<file path="src/rtl/dma_ctl_pkg.sv">
package dma_ctl_pkg;
  localparam int CH_NUM  = 4;
  localparam int CH_W    = $clog2(CH_NUM);
  localparam int BYTE_W  = 8;
  localparam int OFS_W   = 4;
  localparam int MODE_W  = CH_NUM * BYTE_W;
  localparam int SEL_BIT = 2;

  localparam logic [BYTE_W-1:0] CMD_OK_BITS = 8'h04;

  localparam logic [2:0] SUB_CMD    = 3'd0;
  localparam logic [2:0] SUB_REQ    = 3'd1;
  localparam logic [2:0] SUB_MASK1  = 3'd2;
  localparam logic [2:0] SUB_MODE   = 3'd3;
  localparam logic [2:0] SUB_PTRCLR = 3'd4;
  localparam logic [2:0] SUB_MRST   = 3'd5;
  localparam logic [2:0] SUB_UNMASK = 3'd6;
  localparam logic [2:0] SUB_MASKALL = 3'd7;

  typedef struct packed {
    logic              cmdWr;
    logic              reqWr;
    logic              maskOneWr;
    logic              modeWr;
    logic              ptrClr;
    logic              masterRst;
    logic              unmaskAll;
    logic              maskAllWr;
    logic              statRd;
    logic              maskRd;
    logic [CH_W-1:0]   chan;
    logic              selVal;
    logic [BYTE_W-1:0] data;
  } ctlStrobe_t;
endpackage

</file>
<file path="src/rtl/dma_ctl_decode.sv">
module dma_ctl_decode
  import dma_ctl_pkg::*;
(
  input  logic              wrEn,
  input  logic              rdEn,
  input  logic [OFS_W-1:0]  addr,
  input  logic [BYTE_W-1:0] wrData,
  output ctlStrobe_t        stb
);
  logic inWindow;
  logic [2:0] sub;

  assign inWindow = addr[OFS_W-1];
  assign sub      = addr[2:0];

  always_comb begin
    stb        = '0;
    stb.chan   = wrData[CH_W-1:0];
    stb.selVal = wrData[SEL_BIT];
    stb.data   = wrData;
    if (wrEn && inWindow) begin
      case (sub)
        SUB_CMD:     stb.cmdWr     = 1'b1;
        SUB_REQ:     stb.reqWr     = 1'b1;
        SUB_MASK1:   stb.maskOneWr = 1'b1;
        SUB_MODE:    stb.modeWr    = 1'b1;
        SUB_PTRCLR:  stb.ptrClr    = 1'b1;
        SUB_MRST:    stb.masterRst = 1'b1;
        SUB_UNMASK:  stb.unmaskAll = 1'b1;
        SUB_MASKALL: stb.maskAllWr = 1'b1;
        default:     ;
      endcase
    end
    if (rdEn && inWindow) begin
      stb.statRd = (sub == SUB_CMD);
      stb.maskRd = (sub == SUB_MASKALL);
    end
  end
endmodule

</file>
<file path="src/rtl/dma_ctl_datapath.sv">
module dma_ctl_datapath
  import dma_ctl_pkg::*;
(
  input  logic              clk,
  input  logic              rstN,
  input  ctlStrobe_t        stb,
  input  logic [CH_NUM-1:0] reqEvt,
  input  logic [CH_NUM-1:0] reqLevel,
  input  logic [CH_NUM-1:0] tcPulse,
  output logic [BYTE_W-1:0] rdData,
  output logic [MODE_W-1:0] modeVec,
  output logic [CH_NUM-1:0] maskVec,
  output logic [CH_NUM-1:0] reqVec,
  output logic [CH_NUM-1:0] tcVec,
  output logic [CH_NUM-1:0] eligible,
  output logic [BYTE_W-1:0] cmdReg,
  output logic              ptrClear
);
  logic [BYTE_W-1:0] cmdQ;
  logic [CH_NUM-1:0] maskQ, reqQ, tcQ;
  logic              ptrQ;
  logic              cmdLegal;

  assign cmdLegal = ((stb.data & ~CMD_OK_BITS) == '0);

  always_ff @(posedge clk) begin
    if (!rstN) begin
      cmdQ <= '0;
      ptrQ <= 1'b0;
    end else begin
      ptrQ <= stb.ptrClr | stb.masterRst;
      if (stb.masterRst)
        cmdQ <= '0;
      else if (stb.cmdWr && cmdLegal)
        cmdQ <= stb.data;
    end
  end

  for (genvar ch = 0; ch < CH_NUM; ch++) begin : g_chan
    logic              hitCh;
    logic              maskN, reqN, tcN;
    logic [BYTE_W-1:0] modeQ;

    assign hitCh = (stb.chan == CH_W'(ch));

    always_comb begin
      maskN = maskQ[ch];
      if (stb.masterRst)                maskN = 1'b1;
      else if (stb.unmaskAll)           maskN = 1'b0;
      else if (stb.maskAllWr)           maskN = stb.data[ch];
      else if (stb.maskOneWr && hitCh)  maskN = stb.selVal;

      reqN = reqQ[ch];
      if (stb.masterRst)                reqN = 1'b0;
      else if (stb.reqWr && hitCh)      reqN = stb.selVal;
      if (reqEvt[ch])                   reqN = reqLevel[ch];

      tcN = tcQ[ch];
      if (stb.masterRst || stb.statRd)  tcN = 1'b0;
      else if (stb.reqWr && hitCh)      tcN = 1'b0;
      if (tcPulse[ch])                  tcN = 1'b1;
    end

    always_ff @(posedge clk) begin
      if (!rstN) begin
        maskQ[ch] <= 1'b1;
        reqQ[ch]  <= 1'b0;
        tcQ[ch]   <= 1'b0;
        modeQ     <= '0;
      end else begin
        maskQ[ch] <= maskN;
        reqQ[ch]  <= reqN;
        tcQ[ch]   <= tcN;
        if (stb.modeWr && hitCh)
          modeQ <= stb.data;
      end
    end

    assign modeVec[ch*BYTE_W +: BYTE_W] = modeQ;
    assign eligible[ch] = reqQ[ch] & ~maskQ[ch];
  end

  always_comb begin
    if (stb.statRd)      rdData = BYTE_W'({reqQ, tcQ});
    else if (stb.maskRd) rdData = BYTE_W'(maskQ);
    else                 rdData = '0;
  end

  assign cmdReg   = cmdQ;
  assign maskVec  = maskQ;
  assign reqVec   = reqQ;
  assign tcVec    = tcQ;
  assign ptrClear = ptrQ;
endmodule

</file>
<file path="src/rtl/dma_ctl_regs.sv">
module dma_ctl_regs
  import dma_ctl_pkg::*;
(
  input  logic              clk,
  input  logic              rstN,
  input  logic              wrEn,
  input  logic              rdEn,
  input  logic [3:0]        addr,
  input  logic [7:0]        wrData,
  output logic [7:0]        rdData,
  input  logic [3:0]        reqEvt,
  input  logic [3:0]        reqLevel,
  input  logic [3:0]        tcPulse,
  output logic [31:0]       modeVec,
  output logic [3:0]        maskVec,
  output logic [3:0]        reqVec,
  output logic [3:0]        eligible,
  output logic [7:0]        cmdReg,
  output logic              ctrlDisable,
  output logic              ptrClear
);
  ctlStrobe_t        stb;
  logic [CH_NUM-1:0] tcVec;

  dma_ctl_decode u_decode (
    .wrEn   (wrEn),
    .rdEn   (rdEn),
    .addr   (addr),
    .wrData (wrData),
    .stb    (stb)
  );

  dma_ctl_datapath u_datapath (
    .clk      (clk),
    .rstN     (rstN),
    .stb      (stb),
    .reqEvt   (reqEvt),
    .reqLevel (reqLevel),
    .tcPulse  (tcPulse),
    .rdData   (rdData),
    .modeVec  (modeVec),
    .maskVec  (maskVec),
    .reqVec   (reqVec),
    .tcVec    (tcVec),
    .eligible (eligible),
    .cmdReg   (cmdReg),
    .ptrClear (ptrClear)
  );

  assign ctrlDisable = cmdReg[SEL_BIT];
endmodule

</file>
<file path="config.mk">
export PLATFORM = sky130hd
export DESIGN_NAME = dma_ctl_regs
export DESIGN_NICKNAME = d
export VERILOG_FILES = /design/src/rtl/dma_ctl_pkg.sv /design/src/rtl/dma_ctl_decode.sv /design/src/rtl/dma_ctl_datapath.sv /design/src/rtl/dma_ctl_regs.sv
export SDC_FILE = /design/constraint.sdc
export NUM_CORES = 1
export LEC_CHECK = 0
export ABC_AREA = 1
export BUFFER_PORTS_ARGS = -buffer_cell sky130_fd_sc_hd__buf_4
export CORE_ASPECT_RATIO = 1.1
export CORE_MARGIN = 2
export CORE_UTILIZATION = 50
export DETAILED_ROUTE_END_ITERATION = 12
export PLACE_DENSITY = 0.82
export SYNTH_ARGS = -nofsm -noshare
export SYNTH_HDL_FRONTEND = slang
export SYNTH_SLANG_ARGS = --single-unit
</file>
<file path="constraint.sdc">
create_clock -name clk -period 1.75 [get_ports clk]
set_clock_uncertainty 0.1 [all_clocks]
set_input_delay 0.175 -clock clk [delete_from_list [all_inputs] [get_ports clk]]
set_output_delay 0.175 -clock clk [all_outputs]
set_load 0.02 [all_outputs]
</file>
# Yosys cells after proc, flatten, opt, wreduce, memory -nomap -nowiden
# Index checks and enable logic that the tools add are counted.
# Widths: inputs -> output; s select.
# word_totals
register_bits	53
in_bits	28
output_inout_bits	62
word_cells	118
# classes
eq_ne	10
mux	48
bitwise	10
n_reduce_logical	32
# ops
op	n
$mux 1	44
$reduce_bool 3->1	12
$mux 8	2
$logic_and 1x1->1	15
$eq 3x3->1 const B	4
$logic_not 8->1	1
$eq 3x2->1 const B	2
$not 1->1	5
$and 1x1->1	4
$eq 2x2->1 const B	2
$mux 4	1
$eq 3x1->1 const B	1
$logic_not 3->1	1
$eq 2x1->1 const B	1
$logic_not 2->1	1
$mux 2	1
$reduce_or 2->1	1
$logic_or 1x1->1	1
$or 1x1->1	1

# Depth between registers and ports, before layout
# logic_depth
ltp_word	7
ltp_mapped	7
mapped_depth_nobuf	7

# Hierarchy
# From an unflattened synthesis, not the netlist that was laid out.
# unflattened
hier_cells	350
hier_area_um2	2422.3
# by_module_without_submodules
mod	n_inst	cells_per_inst	area_per_inst_um2	seq_area_each_um2
dma_ctl_datapath	1	315	2239.6	1061.0
dma_ctl_decode	1	34	175.2	0.0
dma_ctl_regs	1	1	7.5	0.0

# Worst setup path after synthesis
# No wires, ideal clock.
# synth_timing
path_kind	input port to flip-flop
from	input port wrEn
to	register u_datapath.tcQ[0] (netlist: u_datapath.tcVec[0])
setup_time_ps	128
arrival_time_ps	1016
required_ps	1522
path_slack_ps	506
cell_stages	7
cell_sequence	nand2_1 > nor2_1 > nand3_1 > nand2_1 > nor2_1 > nor2_1 > nor2_1
# synth_between
elab_chain_len	5
word_cells_on_any_way	7
classes_between	mux (3); reduce/logical (4)
# synth_lines
item	line_no	source
start, declared	dma_ctl_regs.sv:6	input logic wrEn,
$logic_and 1x1->1 *	dma_ctl_decode.sv:21	if (wrEn && inWindow) begin
$mux 8 *	dma_ctl_decode.sv:21	
$logic_or 1x1->1	dma_ctl_datapath.sv:59	if (stb.masterRst || stb.statRd) tcN = 1'b0;
$mux 1	dma_ctl_datapath.sv:59	
$mux 1	dma_ctl_datapath.sv:61	if (tcPulse[ch]) tcN = 1'b1;
end signal, assigned by index	dma_ctl_datapath.sv:73	tcQ[ch] <= tcN;
end, declared	dma_ctl_datapath.sv:20	logic [CH_NUM-1:0] maskQ, reqQ, tcQ;
# Every way passes the cells marked *; elsewhere a longest branch is shown, timed or not.
# A chain may end at the register's enable or synchronous reset.

# Worst setup path after layout
# layout_timing
from	input port addr[1]
to	output port rdData[1]
# layout_between
elab_chain_len	4
word_cells_on_any_way	5
classes_between	eq/ne (1); mux (3); reduce/logical (1)
# layout_lines
item	line_no	source
start, declared	dma_ctl_regs.sv:8	input logic [3:0] addr,
$eq 3x3->1	dma_ctl_decode.sv:36	stb.maskRd = (sub == SUB_MASKALL);
$mux 2 *	dma_ctl_decode.sv:34	if (rdEn && inWindow) begin
$mux 4	dma_ctl_datapath.sv:85	else if (stb.maskRd) rdData = BYTE_W'(maskQ);
$mux 8 *	dma_ctl_datapath.sv:84	if (stb.statRd) rdData = BYTE_W'({reqQ, tcQ});
end, declared	dma_ctl_regs.sv:10	output logic [7:0] rdData,
# Marks and branches as above.

==> impl_metrics.json <==
{
  "status": "finished clean",
  "core_um2": 4350,
  "worstSetupEndpointType": "primary output",
  "clk_path_buf_depth": 2,
  "hold_path_depth": 3,
  "nNetsFinal": 451,
  "route.detailed.drc": 0,
  "pwr-share-seq_pct": 56.0,
  "timing.slew.headroom_pct": 73.2,
  "finalHoldViolCount": 0,
  "track_usage_pct": 25.4,
  "critical_path.most_common_cell": "buf_4",
  "fin_util_pct": 72.2,
  "p_sw_share_pct": 26.4,
  "cap_violations": 0,
  "dp_hpwl_mm": 4.50,
  "fin_crit_ps": 1510,
  "post_cts.repair.setup_buffers": 0,
  "htreeDepth": 2,
  "seqCellArea_um2": 1060,
  "r2r_start": "u_datapath.reqVec[0]",
  "fin_hold_ws_ps": 74.7,
  "antenna_found_initial": 0,
  "p_per_area_nw_per_um2": 706,
  "first_iter_violations": 134,
  "dpl_cell_area_um2": 3000,
  "cp_data_required_time_ps": 1470,
  "critical_path.slowest_cell": "nand3_1",
  "hp-class": "input port to flop",
  "ys_seq_area_share_pct": 46.7,
  "leakagePower_nw": 1.53,
  "min_to": "u_datapath.reqVec[0]",
  "clkPwrFrac_pct": 31.0,
  "start_kind": "input port",
  "root_buffer": "clkbuf_8",
  "reg2reg_slack_ps": 950,
  "pre_cts_slack_ps": 243,
  "initial_utilization_pct": 52.3,
  "antenna_cells": 0,
  "clkSinkCount": 53,
  "multi_input_area_um2": 1020,
  "dieWidth_um": 68.3,
  "drive_gt1_share_pct": 26.7,
  "cp.arrival_ps": 1230,
  "total_power_mw": 2.22,
  "layout_commonest_cell": "buf_4",
  "final_cell_mix": "buf_4, nand2_1, nor2_1",
  "synth_edf_count": 0,
  "crit_path_max_fanout": 9,
  "instances_no_fill": 478,
  "grt_max_degree": 31,
  "grt_pass1_wl_mm": 9.93,
  "nFillCells": 373,
  "fmax_ghz": 0.663,
  "portBuffers": 89,
  "async_reset_ff_share_pct": 0,
  "r2r_cells": 4,
  "hold_buffers": 5,
  "vias": 2459,
  "grt_setup_unrepaired": "false",
  "internal_power_mw": 1.63,
  "ios": 90,
  "crit_path_start": "addr[1]",
  "ys.flop_type": "dfxtp_1",
  "path_cells": "buf_4, nor2_1, nand3_1, o22ai_1, buf_4",
  "design_area_um2": 3140,
  "slowest_delay_ps": 320,
  "cts_buffers": 5,
  "min_period_over_period_pct": 86.2,
  "synth_cell_types": 21,
  "ys_ff_latch": 53,
  "p_comb_share_pct": 13.0,
  "drtPass1Iterations": 4,
  "rows": 25,
  "worst_pin_slew_ps": 400,
  "vias_per_cell": 5.14,
  "drt-total-wl_mm": 6.15,
  "die_h_um": 74.7,
  "clk_pin_slew_ps": 90,
  "critPathKind": "input port to primary output",
  "routedWlPerCell_um": 12.9,
  "die_area_um2": 5100,
  "fin_ws_ps": 241,
  "p_switching_mw": 0.585,
  "r2r-end": "u_datapath.reqVec[0]",
  "ir_drop_uv": 549,
  "final-max-slew-violation-count": 0,
  "setup_violations": 0,
  "ant_nets": 0,
  "syn_nets": 352,
  "ys_warn_count": 0,
  "syn_area_um2": 2270,
  "grt_pass1_vias": 2243,
  "dpl.cell_count": 465,
  "clk_latency_ps": 300,
  "tns_ps": 0,
  "cts_resized": 0,
  "avgSynthCellArea_um2": 7.01,
  "area_delta_synth_final_pct": 38.2,
  "syn_inst": 324,
  "grt-ovfl-total": 0,
  "place.gp.congestion": 0.858,
  "min_from": "rstN",
  "cts_tree": "yes"
}
## sequential cells by signal (all words and copies together) (netlist names)
signal,flops
u_datapath.maskVec,4
u_datapath.ptrClear,1
u_datapath.cmdReg,8
u_datapath.tcVec,4
u_datapath.reqVec,4
u_datapath.g_chan.modeQ,32
## routing by layer
layer,vias to the layer above,global-route usage (%),wire length [um]
met5,-,0,0
met1,1099,34.2,2640
met3,11,5.68,448
met2,103,40.5,2970
met4,0,8.00,93
li1,1246,-,-
## power groups by stage
stage / sequential (mW) / combinational (mW) / clock, mW
2_1_floorplan: 1.28 / 0.131 / 0
3_5_place_dp: 1.27 / 0.276 / 0
5_1_grt: 1.24 / 0.318 / 0.747
3_3_place_gp: 1.27 / 0.273 / 0
4_1_cts: 1.24 / 0.287 / 0.699
6_report: 1.24 / 0.289 / 0.686
## worst max-delay path by stage
| stage | end |
|---|---|
| global route | rdData[3] |
| global placement | rdData[3] |
| floorplan | u_datapath.tcVec[0] |
| detailed placement | u_datapath.cmdReg[0] |
| finish | rdData[1] |
| CTS | rdData[3] |
## synth_stat cells (2+ instances only)
cell type | instances | area, um^2
clkbuf_1 | 3 | 11.3
nor3_1 | 2 | 10.0
nor2_2 | 4 | 25.0
buf_6 | 2 | 22.5
nand4_1 | 9 | 56.3
nand2_2 | 3 | 18.8
inv_2 | 2 | 7.51
inv_1 | 33 | 124
nand2_1 | 68 | 255
o22ai_1 | 4 | 25.0
nor2_1 | 54 | 203
dfxtp_1 | 53 | 1060
clkinv_1 | 2 | 7.51
nand3_1 | 50 | 250
a21oi_1 | 29 | 145
## cell type report
type | count | share of cell area (%)
clock buffer | 6 | 2.31
clock inverter | 2 | 0.438
inverter | 37 | 4.42
multi-input combinational | 226 | 32.6
sequential | 53 | 33.8
tap | 54 | 2.15
timing repair buffer | 100 | 24.3
## cells by family after synthesis
group / after synthesis / synth area share, %
DFF: 53 / 46.7
and+or+nand+nor: 193 / 37.5
AOI/OAI and AO/OA: 33 / 7.49
buffers and inverters: 45 / 8.31
## worst max-delay path: cells and delay by family
family | cells | cell delay (ps)
AOI/OAI and AO/OA | 1 | 290
and+or+nand+nor | 2 | 460
buffers and inverters | 2 | 300
Power figures use the tool's default switching activity.
